--- config.mk ---
export PLATFORM = sky130hd
export DESIGN_NAME = burst_adc_seq
export DESIGN_NICKNAME = d
export VERILOG_FILES = /design/src/rtl/burst_adc_pkg.sv /design/src/rtl/burst_trig_sel.sv /design/src/rtl/burst_accum.sv /design/src/rtl/burst_adc_seq.sv
export SDC_FILE = /design/constraint.sdc
export NUM_CORES = 1
export LEC_CHECK = 0
export BUFFER_PORTS_ARGS = -buffer_cell sky130_fd_sc_hd__buf_2
export CAP_MARGIN = 10
export CORE_ASPECT_RATIO = 1.75
export CORE_MARGIN = 2
export CORE_UTILIZATION = 51
export DETAILED_ROUTE_END_ITERATION = 10
export PLACE_DENSITY = 0.78
export SLEW_MARGIN = 20
export SYNTH_ARGS = -nofsm -noshare
export SYNTH_HDL_FRONTEND = slang
export SYNTH_SLANG_ARGS = --single-unit
export TNS_END_PERCENT = 100
--- constraint.sdc ---
create_clock -name clk -period 2.4 [get_ports clk]
set_input_delay 0.48 -clock clk [delete_from_list [all_inputs] [get_ports clk]]
set_output_delay 0.48 -clock clk [all_outputs]
set_load 0.02 [all_outputs]
--- src/rtl/burst_adc_pkg.sv ---
package burst_adc_pkg;

    typedef enum logic [2:0] {
        ST_IDLE,
        ST_POWERUP,
        ST_TRACK,
        ST_CONVERT,
        ST_ACCUM,
        ST_SHUTDOWN
    } burst_state_e;

    // Right-shift amount (log2 of sample count) for a count code.
    function automatic logic [2:0] rpt_shift(input logic [2:0] code);
        case (code)
            3'd0:    return 3'd0;
            3'd1:    return 3'd2;
            3'd2:    return 3'd3;
            3'd3:    return 3'd4;
            3'd4:    return 3'd5;
            default: return 3'd6;
        endcase
    endfunction

endpackage

--- src/rtl/burst_trig_sel.sv ---
module burst_trig_sel #(
    parameter int NUM_SRC = 5,
    parameter int SEL_W   = 3
) (
    input  logic [SEL_W-1:0]   sel,
    input  logic [NUM_SRC-1:0] src,
    output logic               hit
);
    always_comb begin
        hit = 1'b0;
        for (int i = 0; i < NUM_SRC; i++) begin
            if (sel == SEL_W'(i)) hit = src[i];
        end
    end
endmodule

--- src/rtl/burst_accum.sv ---
module burst_accum #(
    parameter int RES_W    = 12,
    parameter int NARROW_W = 10,
    parameter int ACC_W    = 16
) (
    input  logic             clk,
    input  logic             rst_n,
    input  logic             clr,
    input  logic             add,
    input  logic             wide,
    input  logic [RES_W-1:0] sample,
    output logic [ACC_W-1:0] sum
);
    localparam logic [RES_W-1:0] NARROW_MASK = RES_W'((1 << NARROW_W) - 1);

    logic [ACC_W-1:0] sum_d, sum_q;
    logic [RES_W-1:0] masked;
    logic [ACC_W:0]   wide_sum;

    always_comb begin
        masked   = wide ? sample : (sample & NARROW_MASK);
        wide_sum = {1'b0, sum_q} + (ACC_W+1)'(masked);
        sum_d    = sum_q;
        if (clr)
            sum_d = '0;
        else if (add)
            sum_d = wide_sum[ACC_W] ? {ACC_W{1'b1}} : wide_sum[ACC_W-1:0];
    end

    always_ff @(posedge clk or negedge rst_n) begin
        if (!rst_n) sum_q <= '0;
        else        sum_q <= sum_d;
    end

    assign sum = sum_q;

    // without a clear, the running sum never goes down (saturation, no wrap)
    a_r8_no_wrap: assert property (@(posedge clk) disable iff (!rst_n)
        !clr |=> (sum_q >= $past(sum_q)));
endmodule

--- src/rtl/burst_adc_seq.sv ---
module burst_adc_seq
    import burst_adc_pkg::*;
#(
    parameter int RES_W  = 12,
    parameter int ACC_W  = 16,
    parameter int PU_W   = 8,
    parameter int TK_W   = 6
) (
    input  logic             clk,
    input  logic             rst_n,
    input  logic [2:0]       trig_sel,
    input  logic             mode12,
    input  logic [2:0]       rpt_code,
    input  logic [PU_W-1:0]  pwrup_cyc,
    input  logic [TK_W-1:0]  track_cyc,
    input  logic             sw_start,
    input  logic             ext_start,
    input  logic             tmr0_ovf,
    input  logic             tmr2_ovf,
    input  logic             tmr3_ovf,
    input  logic             conv_done,
    input  logic [RES_W-1:0] conv_data,
    output logic             conv_en,
    output logic             conv_start,
    output logic             busy,
    output logic             done,
    output logic [ACC_W-1:0] acc_sum,
    output logic [ACC_W-1:0] avg_out
);
    localparam int NUM_SRC = 5;
    localparam int CNT_W   = (PU_W > TK_W) ? PU_W : TK_W;
    localparam int LEFT_W  = 7;

    typedef struct packed {
        burst_state_e      st;
        logic [CNT_W-1:0]  dly;
        logic [LEFT_W-1:0] left;
        logic [2:0]        shift;
        logic              wide;
        logic              cstart;
        logic [RES_W-1:0]  sample;
    } seq_regs_t;

    seq_regs_t r_d, r_q;
    logic      trig_hit;
    logic      acc_clr, acc_add;

    burst_trig_sel #(.NUM_SRC(NUM_SRC), .SEL_W(3)) i_trig (
        .sel (trig_sel),
        .src ({tmr3_ovf, tmr2_ovf, tmr0_ovf, ext_start, sw_start}),
        .hit (trig_hit)
    );

    always_comb begin
        r_d        = r_q;
        r_d.cstart = 1'b0;
        acc_clr    = 1'b0;
        acc_add    = 1'b0;
        case (r_q.st)
            ST_IDLE: if (trig_hit) begin
                r_d.st    = ST_POWERUP;
                r_d.dly   = CNT_W'(pwrup_cyc);
                r_d.shift = rpt_shift(rpt_code);
                r_d.left  = LEFT_W'((1 << rpt_shift(rpt_code)) - 1);
                r_d.wide  = mode12;
                acc_clr   = 1'b1;
            end
            ST_POWERUP, ST_TRACK: begin
                if (r_q.dly == '0) begin
                    if (r_q.st == ST_POWERUP) begin
                        r_d.st  = ST_TRACK;
                        r_d.dly = CNT_W'(track_cyc);
                    end else begin
                        r_d.st     = ST_CONVERT;
                        r_d.cstart = 1'b1;
                    end
                end else begin
                    r_d.dly = r_q.dly - 1'b1;
                end
            end
            ST_CONVERT: if (conv_done) begin
                r_d.sample = conv_data;
                r_d.st     = ST_ACCUM;
            end
            ST_ACCUM: begin
                acc_add = 1'b1;
                if (r_q.left == '0) begin
                    r_d.st = ST_SHUTDOWN;
                end else begin
                    r_d.left = r_q.left - 1'b1;
                    r_d.st   = ST_TRACK;
                    r_d.dly  = CNT_W'(track_cyc);
                end
            end
            ST_SHUTDOWN: r_d.st = ST_IDLE;
            default:     r_d.st = ST_IDLE;
        endcase
    end

    always_ff @(posedge clk or negedge rst_n) begin
        if (!rst_n) begin
            r_q <= '{st: ST_IDLE, dly: '0, left: '0, shift: '0,
                     wide: 1'b0, cstart: 1'b0, sample: '0};
        end else begin
            r_q <= r_d;
        end
    end

    burst_accum #(.RES_W(RES_W), .NARROW_W(10), .ACC_W(ACC_W)) i_acc (
        .clk    (clk),
        .rst_n  (rst_n),
        .clr    (acc_clr),
        .add    (acc_add),
        .wide   (r_q.wide),
        .sample (r_q.sample),
        .sum    (acc_sum)
    );

    assign busy       = (r_q.st != ST_IDLE);
    assign done       = (r_q.st == ST_SHUTDOWN);
    assign conv_en    = busy && !done;
    assign conv_start = r_q.cstart;
    assign avg_out    = acc_sum >> r_q.shift;

    // completion is a single-cycle pulse
    a_r10_done_pulse: assert property (@(posedge clk) disable iff (!rst_n)
        done |=> !done);
    // converter is unpowered in the completion cycle
    a_r10_off_at_done: assert property (@(posedge clk) disable iff (!rst_n)
        done |-> !conv_en);
    // busy cannot end before completion
    a_r10_busy_held: assert property (@(posedge clk) disable iff (!rst_n)
        (busy && !done) |=> busy);
    // conversions only start with the converter powered
    a_r5_start_powered: assert property (@(posedge clk) disable iff (!rst_n)
        conv_start |-> conv_en);
    // no burst begins without a selected start hit
    a_r3_no_spurious_start: assert property (@(posedge clk) disable iff (!rst_n)
        (!busy && !trig_hit) |=> !busy);
endmodule

==> metrics list, run 1 <==
* Transition time at the pin with the least slew margin: 0.622 ns
- Y dimension of the die: 119 µm
* Core region area: 7460 µm²
* Setup repair after global routing missed its margin: true
* Gr ovfl total: 0
* Number of design rule violations left after detail routing: 0
* Antenna viol nets, final: 0
* Pin count of the biggest net entering global routing: 28
* Drt pass-1 iters: 6
- Measured against the total synthesized area, the mux share comes to 10.7%.
- Synthesis inferred 51 register bits.
- Yosys synthesis warning count: 0
- In this run, CTS created clock tree buffers numbering 5.
* Most used routing layer: met2
- The die is 70.0 µm wide.
* Final estimated routing congestion in global placement: 1.00
* Worst vdd ir: ~0.00094 V
- In this run the power density over the cells is between 1000 and 1500 nW/µm².
* Worst Setup Start Kind: flop
- The routed design could run at a clock period as short as 2.39 ns.
- Via/cell ratio: between 6 and 7
- The cell area that synthesis handed to floorplanning was 3880 µm².
- Period Utilization, post-route: 99.6%
- For this design, the CTS-stage hold fixing added 0 buffers.
* HPWL after detailed placement: about 8.0 mm
* Top cell types by occurrence after synthesis: 51 x dfrtp_1, 50 x nand2_1, 45 x a21oi_1
- Across all setup checks in the final design, the least slack found is 0.00939 ns.
* Net count of the mapped netlist: 506
- Delay-heaviest family, CP: compound AO/OA/AOI/OAI gates
* Largest area contributor in the synthesized netlist: dfrtp_1
- The worst setup path is of the reg2reg kind.
- After synthesis, the largest area contributor takes up around a third of total cell area.
* Number of antenna violations at the first check in global routing: 0
- Drt total wl: 10.3 mm
- Global routing used 3.55% of the available met3 tracks.
* Hold Vio Cnt, Final: 0
- Of the total synthesized cell area, the portion taken by AND, OR, NAND and NOR gates is 18.6%.
- Once the floorplan was initialized, standard cells occupied between 50 and 60% of the core.
- Maximum capacitance violations: 0
* Run status: completed
- Total clock sinks: 51
* Count of pins on the block boundary: 77
- Layout cells sized above 1: 29.3%
- For this run, the leading register cell type out of synthesis is dfrtp_1.
* Total via count after detailed routing: 3,808
* Latest clock arrival within the worst-skew pair: 0.30 ns
- Share of the synthesized area in compound gates (AO/OA/AOI/OAI): a little under a quarter
- In this run the mean area of a mapped cell was 8.69 µm².
- Worst-path clk slew: 0.07 ns
- Kind of path behind the tightest hold check: in2async
- The final count of pins violating max slew came to 0.
* Sum of buffers and inverters on the critical path: 0
- Slowest Stage Delay on Critical Path: approximately 0.42 ns
* Total number of nets in the final design: between 600 and 700
- Sorting the synthesized cells by area gives the leading types as dfrtp_1 33%, a21oi_1 5.8%, ha_1 5.5%.
- After layout, the design draws a total of 6.68 mW.
- Prior to clock tree synthesis, the placed netlist has a worst setup slack of -0.0614 ns.
* Initial DRC count: about 200
- For this run, asynchronously set or reset flops after synthesis account for 100%.
- Slowest-stage cell, CP: dfrtp_1
- For this run, the share of the core covered by cells in the final layout is 63.7%.
- Fill cells in the final layout number 634.
* # H-tree levels: 2
* Gate count after technology mapping: 447
* Number of distinct library cells after synthesis: 70
- In this run, synthesis inferred 0 flip-flops with an integrated enable.
* Crit-path max FO: 7
- The number of global-route vias before repair came to roughly 3,700.
- In this run the clock root is driven by a clkbuf_16.
- Area share of xor/xnor cells in the synthesized design: 3.83%
- For this run, the top clock speed supported by timing is 0.418 GHz.
- Total of buffers placed on input and output ports: 76
* Area growth from synthesis to final layout: 22.5%
* Buffers from clock root to sink, at most: 2
* Diode count: 0
* Area of the die: 8350 µm²
- Leading cell type by number of instances after synthesis: dfrtp_1
* Combined global-route utilization of all metal layers: 25.4%
- Met2 Resource Use GR: 46.8%
* Crit path arrival time: 2.57 ns
- Cell row count: 42
- Clock tree from TritonCTS: yes
- Max Clock Skew: 0.00464 ns
* Endpoint class of the critical path: flop
* Average routed wire per standard cell: 16.3 µm
- At the worst endpoint, the required time is 2.58 ns.
- Of the synthesized area, sequential elements account for 32.9%.
- Global-route wire length before repair: 17.2 mm
* Critical path cell sequence: ha_4, fa_2, a21o_1, a2111oi_4, o21ai_1, a41o_2, a21oi_4, a21oi_1
* Worst-case hold slack: slightly below 0.2 ns
- Fraction of met1 tracks used by global routing: 27.6%
- Static leakage power: 2.30 nW
- After synthesis, the largest family of logic cells by area is compound AO/OA/AOI/OAI gates.
* Slew headroom: roughly 59%
- Setup violations remaining at the end of the flow were counted as 0.
* Share of synthesized cell area in full adder, half adder and majority cells: under 10%
-- cells by family after synthesis --
family / Yosys count
XOR/XNOR: 17
multiplexers: 37
other: 1
AO/OA/AOI/OAI: 142
AND/OR/NAND/NOR: 141
flip-flops: 51
buffers and inverters: 40
adder cells (fa/ha/maj): 18
-- sequential cells by signal, summed over array words and instances (netlist names) --
signal      flops
conv_start      1
r_q            34
i_acc.sum      16
-- power by group --
group / total (mW) / leakage, nW / switching [mW] / internal [mW]
clock network: 0.906 / 0.0911 / 0.309 / 0.598
logic: 4.16 / 1.56 / 2.33 / 1.83
registers: 1.61 / 0.652 / 0.396 / 1.21
-- layout by cell type, fill, tap and decap left out, types with 7 or more instances in the layout --
master	count
a21oi_1	45
nor3_1	12
dfrtp_1	49
nand3_1	12
mux2_2	16
and2_1	7
mux2i_1	19
xnor2_1	9
nor2b_1	7
o21ai_0	41
buf_2	76
nand2_1	50
ha_1	16
xor2_1	8
inv_1	20
nor2_1	26
buf_4	31
-- path summary, 6_finish.rpt --
path	from	to	slack, ns	depth (start not counted)
min reg2reg	r_q[11]$_DFFE_PN0P_	r_q[11]$_DFFE_PN0P_	0.51	1
min in group clk	conv_data[3]	r_q[3]$_DFFE_PN0P_	0.41	2
max in group asynchronous	rst_n	i_acc.sum[0]$_DFFE_PN0P_	1.63	2
min	rst_n	r_q[32]$_DFFE_PN0P_	0.19	1
max	r_q[0]$_DFFE_PN0P_	i_acc.sum[3]$_DFFE_PN0P_	0.009	8
max reg2reg	r_q[0]$_DFFE_PN0P_	i_acc.sum[3]$_DFFE_PN0P_	0.009	8
-- final cells by class --
type	instances	area (µm²)	share of cell area [%]
multi-input combinational	356	2470	51.9
inverter	20	75.1	1.58
sequential	51	1280	26.9
timing repair buffer	108	633	13.3
clock buffer	6	129	2.71
tap	88	110	2.31
clock inverter	2	60.1	1.26
-- metal layers --
metal,wire [µm],share of wire [%]
met4,433,4.2
met2,5540,54
met3,483,4.7
met5,0,0
met1,3810,37
-- stage by stage --
stage / instance area, µm² / TNS (ns) / std cells
2_1_floorplan: 3900 / -0.128 / 447
3_3_place_gp: 4520 / -0.287 / 620
3_5_place_dp: 4520 / -0.466 / 620
4_1_cts: 4720 / -0.0221 / 629
5_1_grt: 4760 / -0.915 / 631
6_report: 4760 / 0 / 631
-- timing repair --
item | in CTS | in global routing
endpoints found under the hold margin | 0 | 0
pin swaps | 4 | 1
resized for setup | 1 | 6
buffers inserted | 1 | 2
setup endpoints to repair | 14 | 26
Power figures use the tool's default switching activity.
==> inputs of run 2 (changes only) <==
BUFFER_PORTS_ARGS = -buffer_cell sky130_fd_sc_hd__clkbuf_2   (was -buffer_cell sky130_fd_sc_hd__buf_2)
==> metrics list, run 2 (same netlist as run 1, synthesis figures left out) <==
* Number of antenna violations at the first check in global routing: 0 (unchanged)
* Req. time, crit path: 2.60 ns (+0.02 ns)
* Worst-path clk slew: 0.07 ns (about the same)
* Max Clock Skew: 0.00554 ns (+0.000908 ns)
- Core region area: 7460 µm² (unchanged)
- The total clock sinks came to 51 (unchanged).
* Root buffer cell: clkbuf_16
* Max reg flops: 34 (unchanged)
- Transition time at the pin with the least slew margin: 0.604 ns (-0.0176 ns)
- The number of hold violations in the final report is 0 (unchanged).
* Cell row count: 42 (unchanged)
* Setup repair after global routing missed its margin: true
* Initial core utilization: 52.0% (unchanged)
- Worst vdd ir: 0.000925 V (-1.8%)
- The final reports fail on negative setup slack.
- The number of global-route vias before repair was 3,594 (-3.7%).
- The total power draw is 6.52 mW (-2.4%).
* Cell internal pwr: 3.50 mW (-3.7%)
* Number of hold buffers added after CTS: 0 (unchanged)
* Switching power: 3.02 mW (-0.71%)
- The remaining antenna violation count after routing came to 0 (unchanged).
- The top-level port count is 77 (unchanged).
* Critical path type: reg2reg
* Average routed wire per standard cell: 15.8 µm (-2.7%)
- Most frequent cells in the layout: 76 x clkbuf_2, 50 x nand2_1, 49 x dfrtp_1, 44 x a21oi_1, 41 x o21ai_0
- The least setup slack across all paths after layout came to -0.0233 ns (-0.0327 ns).
- Layout cells sized above 1: 29.3% (-0.031 points)
- The number of buffers added by the clock tree synthesis step was 5 (unchanged).
- Count of final max-slew check failures: 0 (unchanged)
* Share of power burned in registers: 24.0% (about the same)
- Worst flop-to-flop path startpoint: i_acc.sum[1]$_DFFE_PN0P_
* Gr ovfl total: 0 (unchanged)
* Register with the most flip-flops: r_q
* Clock tree from TritonCTS: yes
* Worst R2R Setup Slack: -0.02 ns (-0.03 ns)
- Dpl cell area: 4540 µm² (+0.50%)
* Power density relative to cell area: 1380 nW/µm² (-1.9%)
- Critical path launch point: i_acc.sum[1]$_DFFE_PN0P_
- Relative contribution of combinational cells to total power: 64.6% (+2.3 points)
- Crit path arrival time: 2.63 ns (+0.06 ns)
- Latest clock arrival within the worst-skew pair: 0.29 ns (about the same)
- The die area came to 8350 µm² (unchanged).
- The overall track demand over capacity in global routing came to 24.2% (-1.2 points).
- The vias after detailed routing came to 3,752 (-1.5%).
- Area growth from synthesis to final layout: 21.9%
- The number of nets in the layout came to 605 (+0.67%).
- The final instance area came to 4730 µm² (-0.47%).
* Global-route wire length before repair: 16.4 mm (-4.5%)
- The leakage power is 2.30 nW (about the same).
- Leaving out fill and tap cells, the most frequent cell in the layout is clkbuf_2.
* Initial DRC count: 169 (-14%)
* Length in cells of the worst reg-to-reg path: 8 (unchanged)
- The first-pass detailed-route iteration total came to 6 (unchanged).
- The post-layout utilization of the core is 63.4% (-0.30 points).
* Final estimated routing congestion in global placement: 0.919 (-8.3%)
* Switching part of the total power: 46.3% (+0.77 points)
* # H-tree levels: 2 (unchanged)
- Clock network power share: 11.4% (-2.2 points)
- Final number of setup-violating endpoints: 3 (+3)
- STA classifies the critical path startpoint as a flop.
* Kind of path behind the tightest hold check: in2async
* Fill cells: 618 (-2.5%)
* Run status: complete, but fails checks
- The endpoint identified for the worst register-to-register timing path is i_acc.sum[11]$_DFFE_PN0P_.
- Max frequency: 0.413 GHz (-1.4%)
- Maximum capacitance violations: 0 (unchanged)
- The highest net fanout along the worst path was 4 (-3).
- Total of buffers placed on input and output ports: 76 (unchanged)
- The clock period minus worst slack is 2.42 ns (+0.0327 ns).
- Endpoint class of the critical path: flop
- Drt total wl: 10.1 mm (-2.1%)
* Via/cell ratio: 5.91 (-2.1%)
- In this run the worst setup path terminates at i_acc.sum[11]$_DFFE_PN0P_.
- The height of the die came to 119 µm (unchanged).
- Horizontal extent of the die: 70.0 µm (unchanged)
* HPWL after detailed placement: 8.00 mm (-0.12%)
- The largest net degree at the start of global routing is 27 (-3.6%).
- Number of design rule violations left after detail routing: 0 (unchanged)
- Buffers from clock root to sink, at most: 2 (unchanged)
- Diode count: 0 (unchanged)
- Period Utilization, post-route: 101% (+1.4 points)
* Slew headroom: 59.3% (+0.80 points)
==> run 2: how the worst min path moves through the flow <==
stage	from	endpoint	slack (ns)	depth (start not counted)
after CTS	rst_n	conv_start$_DFF_PN0_	0.06	1
after global routing	rst_n	r_q[29]$_DFFE_PN0P_	0.07	1
after global placement	rst_n	r_q[34]$_DFFE_PN0P_	0.37	1
after floorplan	rst_n	conv_start$_DFF_PN0_	0.18	0
after detailed placement	rst_n	r_q[34]$_DFFE_PN0P_	0.37	1
final	rst_n	conv_start$_DFF_PN0_	0.06	1
==> run 2: stage by stage <==
stage          TNS (ns)  setup WS [ns]  hold slack (ns)  std cells
3_5_place_dp     -0.539        -0.0657            0.373        623
6_report        -0.0293        -0.0233           0.0567        635
3_3_place_gp     -0.152        -0.0260            0.370        623
5_1_grt           -1.29         -0.119           0.0727        635
4_1_cts               0        0.00790           0.0590        631
2_1_floorplan    -0.128        -0.0195            0.184        447
==> run 2: area by class of cell <==
cell class	count	area, µm²	area share [%]
Multi-Input combinational cell	356	2450	51.8
Sequential cell	51	1280	27.0
Timing Repair Buffer	112	663	14.0
Clock buffer	8	156	3.30
Tap cell	88	110	2.33
Inverter	20	75.1	1.59
==> run 2: power by group through the flow <==
| stage | registers [mW] | clock network (mW) | logic [mW] |
|---|---|---|---|
| after floorplan | 1.56 | 0 | 2.93 |
| after global routing | 1.61 | 0.778 | 4.62 |
| final | 1.56 | 0.743 | 4.21 |
| after detailed placement | 1.57 | 0 | 4.10 |
| after CTS | 1.56 | 0.753 | 4.11 |
| after global placement | 1.55 | 0 | 3.99 |
==> run 2: worst max-delay path, stage by stage (launching register included) <==
cell	delay (ns)
dfrtp_1	0.44
ha_1	0.34
a211o_1	0.29
and2_1	0.17
buf_4	0.13
a211oi_1	0.47
o21ai_0	0.18
xnor2_1	0.15
o211ai_1	0.16
==> run 2: timing repair <==
item / in CTS / in global routing
endpoints found under the setup margin: 12 / 23
buffers inserted: 0 / 4
resized for setup: 1 / 3
pin swaps: 2 / 1
==> run 2: metal layers <==
metal	track usage (%)	wire length (µm)
met1	26.2	3720
met4	9.25	228
met5	0	0
met2	46.5	5620
met3	2.88	480
==> inputs of run 3 (changes only) <==
ABC_AREA = 1   (was unset)
CORE_UTILIZATION = 52   (was 51)
==> metrics list, run 3 <==
- Register with the most flip-flops: r_q
- The total clock sinks is 51 (unchanged).
- The worst setup path is captured at a primary output.
* Switching power: 2.90 mW (-3.9%)
- Critical path type: reg2out
- Gate count after technology mapping: 682 (+53%)
- Net count of the mapped netlist: 741 (+46%)
- Area of the die: 9050 µm² (+8.4%)
* Horizontal extent of the die: 72.8 µm (+4.0%)
- Kind of path behind the tightest hold check: in2async
- Total of flip-flops plus latches after synthesis: 51 (unchanged)
- Number of distinct library cells after synthesis: 40 (-43%)
* Worst vdd ir: 0.000615 V (-33%)
* Area growth from synthesis to final layout: 15.3%
- The library cell used most frequently in the layout, excluding fill and tap cells, is nand2_1.
- The number of flip-flops under the largest register name came to 34 (unchanged).
* Number of antenna violations at the first check in global routing: 0 (unchanged)
* Setup TNS after final layout: 0 ns (+0.0293 ns)
- Number of hold buffers added after CTS: 0 (unchanged)
* Run status: completed
- The starting density of the core is 54.1% (+2.0 points).
* Top cell types by occurrence after synthesis: 264 x nand2_1, 84 x inv_1, 65 x nand3_1
- Final period demand of the worst path: 2.29 ns (-0.131 ns)
- Global-route wire length before repair: 19.5 mm (+19%)
* Most frequent cells in the layout: 264 x nand2_1, 84 x inv_1, 76 x clkbuf_2, 65 x nand3_1, 52 x nor2_1
- The insertion delay to the later sink of the worst-skew pair is 0.30 ns (about the same).
- The leakage power came to 2.90 nW (+26%).
- The top-level port count came to 77 (unchanged).
- The data required time at the worst endpoint is 1.92 ns (-0.68 ns).
- Relative contribution of combinational cells to total power: 61.3% (-3.3 points)
- Pin count of the biggest net entering global routing: 52 (+93%)
- Final Util: 62.3% (-1.1 points)
- The design internal power was 2.73 mW (-22%).
* Yosys synthesis warning count: 0 (unchanged)
- The portion of total power attributed to sequential cells was 25.5% (+1.5 points).
* Total of buffers placed on input and output ports: 76 (unchanged)
- # H-tree levels: 2 (unchanged)
- Yosys attributes the largest share of cell area to dfrtp_1 30%, nand2_1 23%, nand3_1 7.6%.
- Most used flip-flop cell after synthesis: dfrtp_1
- The switching share of power is 51.5% (+5.3 points).
- Transition time at the pin with the least slew margin: 0.722 ns (+0.117 ns)
* Post-route worst setup slack: 0.107 ns (+0.131 ns)
* Vias in the first global route: 4,497 (+25%)
* Worst-path clk slew: 0.07 ns (about the same)
* Gr ovfl total: 0 (unchanged)
- The maximum number of buffers from clock root to sink was 2 (unchanged).
- Slew headroom: 51.9% (-7.5 points)
* Share of Yosys cell area claimed by the top area cell type: 29.6% (-3.2 points)
- Layout cells sized above 1: 17.8% (-11 points)
* Final estimated routing congestion in global placement: 0.928 (+1.0%)
- Hold Vio Cnt, Final: 0 (unchanged)
- The upper clock frequency limit was 0.436 GHz (+5.7%).
- The remaining antenna violation count after routing came to 0 (unchanged).
- Clock network power share: 13.2% (+1.8 points)
* Count of final max-slew check failures: 0 (unchanged)
* Max Clock Skew: 0.00666 ns (+0.00112 ns)
- Combined global-route utilization of all metal layers: 27.1% (+2.9 points)
- Period Utilization, post-route: 95.5% (-5.4 points)
- The setup slack at placement was 0.111 ns (+0.176 ns).
* Share of flip-flops with an asynchronous set or reset: 100% (unchanged)
- The DRC marker count from the first detailed-route iteration was 289 (+71%).
- The wire length per cell after detailed routing was 13.9 µm (-12%).
* Crit-path max FO: 9 (+5)
* Synthesized area per cell: 6.31 µm² (-27%)
- Number of buffers created by CTS: 5 (unchanged)
- The total setup violations reported at the end of the flow was 0 (-3).
- Total via count after detailed routing: 4,657 (+24%)
- The power density over the cells came to 1130 nW/µm² (-18%).
* Worst Setup Start Kind: flop
- nand2_1 is the most common cell in the netlist.
- Largest area contributor in the synthesized netlist: dfrtp_1
- The number of DRC violations after detailed routing came to 0 (unchanged).
- TritonCTS built the clock tree.
- The number of enable-type register cells in the synthesized netlist came to 0 (unchanged).
- The number of antenna cells inserted is 0 (unchanged).
- The core box area was 7960 µm² (+6.7%).
- HPWL after detailed placement: 9.43 mm (+18%)
- The number of vias per cell is 5.45 (-7.7%).
- The height of the die came to 124 µm (+4.1%).
- The number of maximum-capacitance violations was 0 (unchanged).
- The first-pass detailed-route iteration total is 5 (-1).
* Fraction of the yosys area taken by sequential cells: 29.6% (-3.2 points)
* Total number of nets in the final design: 822 (+36%)
* Cell row count: 43 (+2.4%)
- Crit path arrival time: 1.81 ns (-0.82 ns)
- The total routed wirelength was 11.9 mm (+19%).
* Syn Std Cell Area: 4310 µm² (+11%)
* Root buffer cell: clkbuf_16
[run 3: cell types whose count changed after synthesis, moves of 7 or more]
cell | before | now
nor2b_1 | 7 | 0
inv_2 | 0 | 8
a21oi_1 | 45 | 14
nor2_1 | 26 | 52
mux2i_1 | 19 | 4
nand3_1 | 13 | 65
inv_1 | 20 | 84
nor3_1 | 12 | 5
nand2_1 | 50 | 264
[run 3: final timing paths]
path / start / end / slack (ns) / depth (start not counted)
setup / recovery: r_q[14]$_DFFE_PN0N_ / avg_out[8] / 0.11 / 5
hold / removal: rst_n / r_q[4]$_DFFE_PN0P_ / 0.31 / 2
setup reg to reg: i_acc.sum[0]$_DFFE_PN0P_ / i_acc.sum[14]$_DFFE_PN0P_ / 0.14 / 11
hold reg to reg: r_q[18]$_DFFE_PN0P_ / r_q[18]$_DFFE_PN0P_ / 0.49 / 2
max in group asynchronous: rst_n / i_acc.sum[12]$_DFFE_PN0P_ / 1.59 / 2
min in group clk: conv_data[2] / r_q[2]$_DFFE_PN0P_ / 0.41 / 2
[run 3: critical path, stage by stage, from the launching register on]
cell      delay, ns
dfrtp_1        0.41
buf_4          0.17
o21ai_0        0.33
mux2i_1        0.16
o21ai_0        0.22
clkbuf_2       0.21
[run 3: what timing repair did]
action / CTS / global route
setup buffers: 0 / 3
setup endpoints to repair: 2 / 10
gates resized for setup: 1 / 4
[run 3: metal layers]
| layer | vias to the layer above | wire length, µm | GRT usage, % |
|---|---|---|---|
| met1 | 2135 | 4290 | 27.5 |
| li1 | 2310 | - | - |
| met3 | 43 | 497 | 3.56 |
| met5 | - | 0 | 0 |
| met4 | 0 | 549 | 14.2 |
| met2 | 169 | 6570 | 50.9 |
[run 3: through the flow]
step	instance area, µm²	power, mW	hold slack (ns)	cells
after floorplan	4310	3.90	0.184	682
after global placement	4790	4.71	0.463	843
after detailed placement	4790	4.81	0.469	843
after CTS	4940	5.58	0.335	851
after global routing	4960	6.10	0.382	854
final	4960	5.62	0.312	854
[run 3: cell families after synthesis]
| logic type | Yosys count | share of synthesized area [%] |
|---|---|---|
| mux | 16 | 4.16 |
| other cells | 1 | 0.0871 |
| simple gates | 407 | 39.6 |
| xor+xnor | 10 | 2.03 |
| flops | 51 | 29.6 |
| buf+inv | 109 | 10.1 |
| fa+ha+maj | 18 | 5.41 |
| compound gates | 70 | 8.95 |
[run 3: layout make-up]
| class | instances | area (µm²) |
|---|---|---|
| multi-input combinational | 522 | 2590 |
| sequential | 51 | 1280 |
| clock buffer | 5 | 125 |
| inverter | 96 | 370 |
| fill | 783 | 3000 |
| tap | 90 | 113 |
| clock inverter | 3 | 22.5 |
| timing repair buffer | 87 | 463 |
[run 3: power groups by stage]
stage	clock network (mW)	logic (mW)	registers, mW
after global placement	0	3.27	1.43
after floorplan	0	2.50	1.40
after CTS	0.756	3.39	1.43
after global routing	0.787	3.84	1.47
final	0.743	3.45	1.43
after detailed placement	0	3.37	1.44
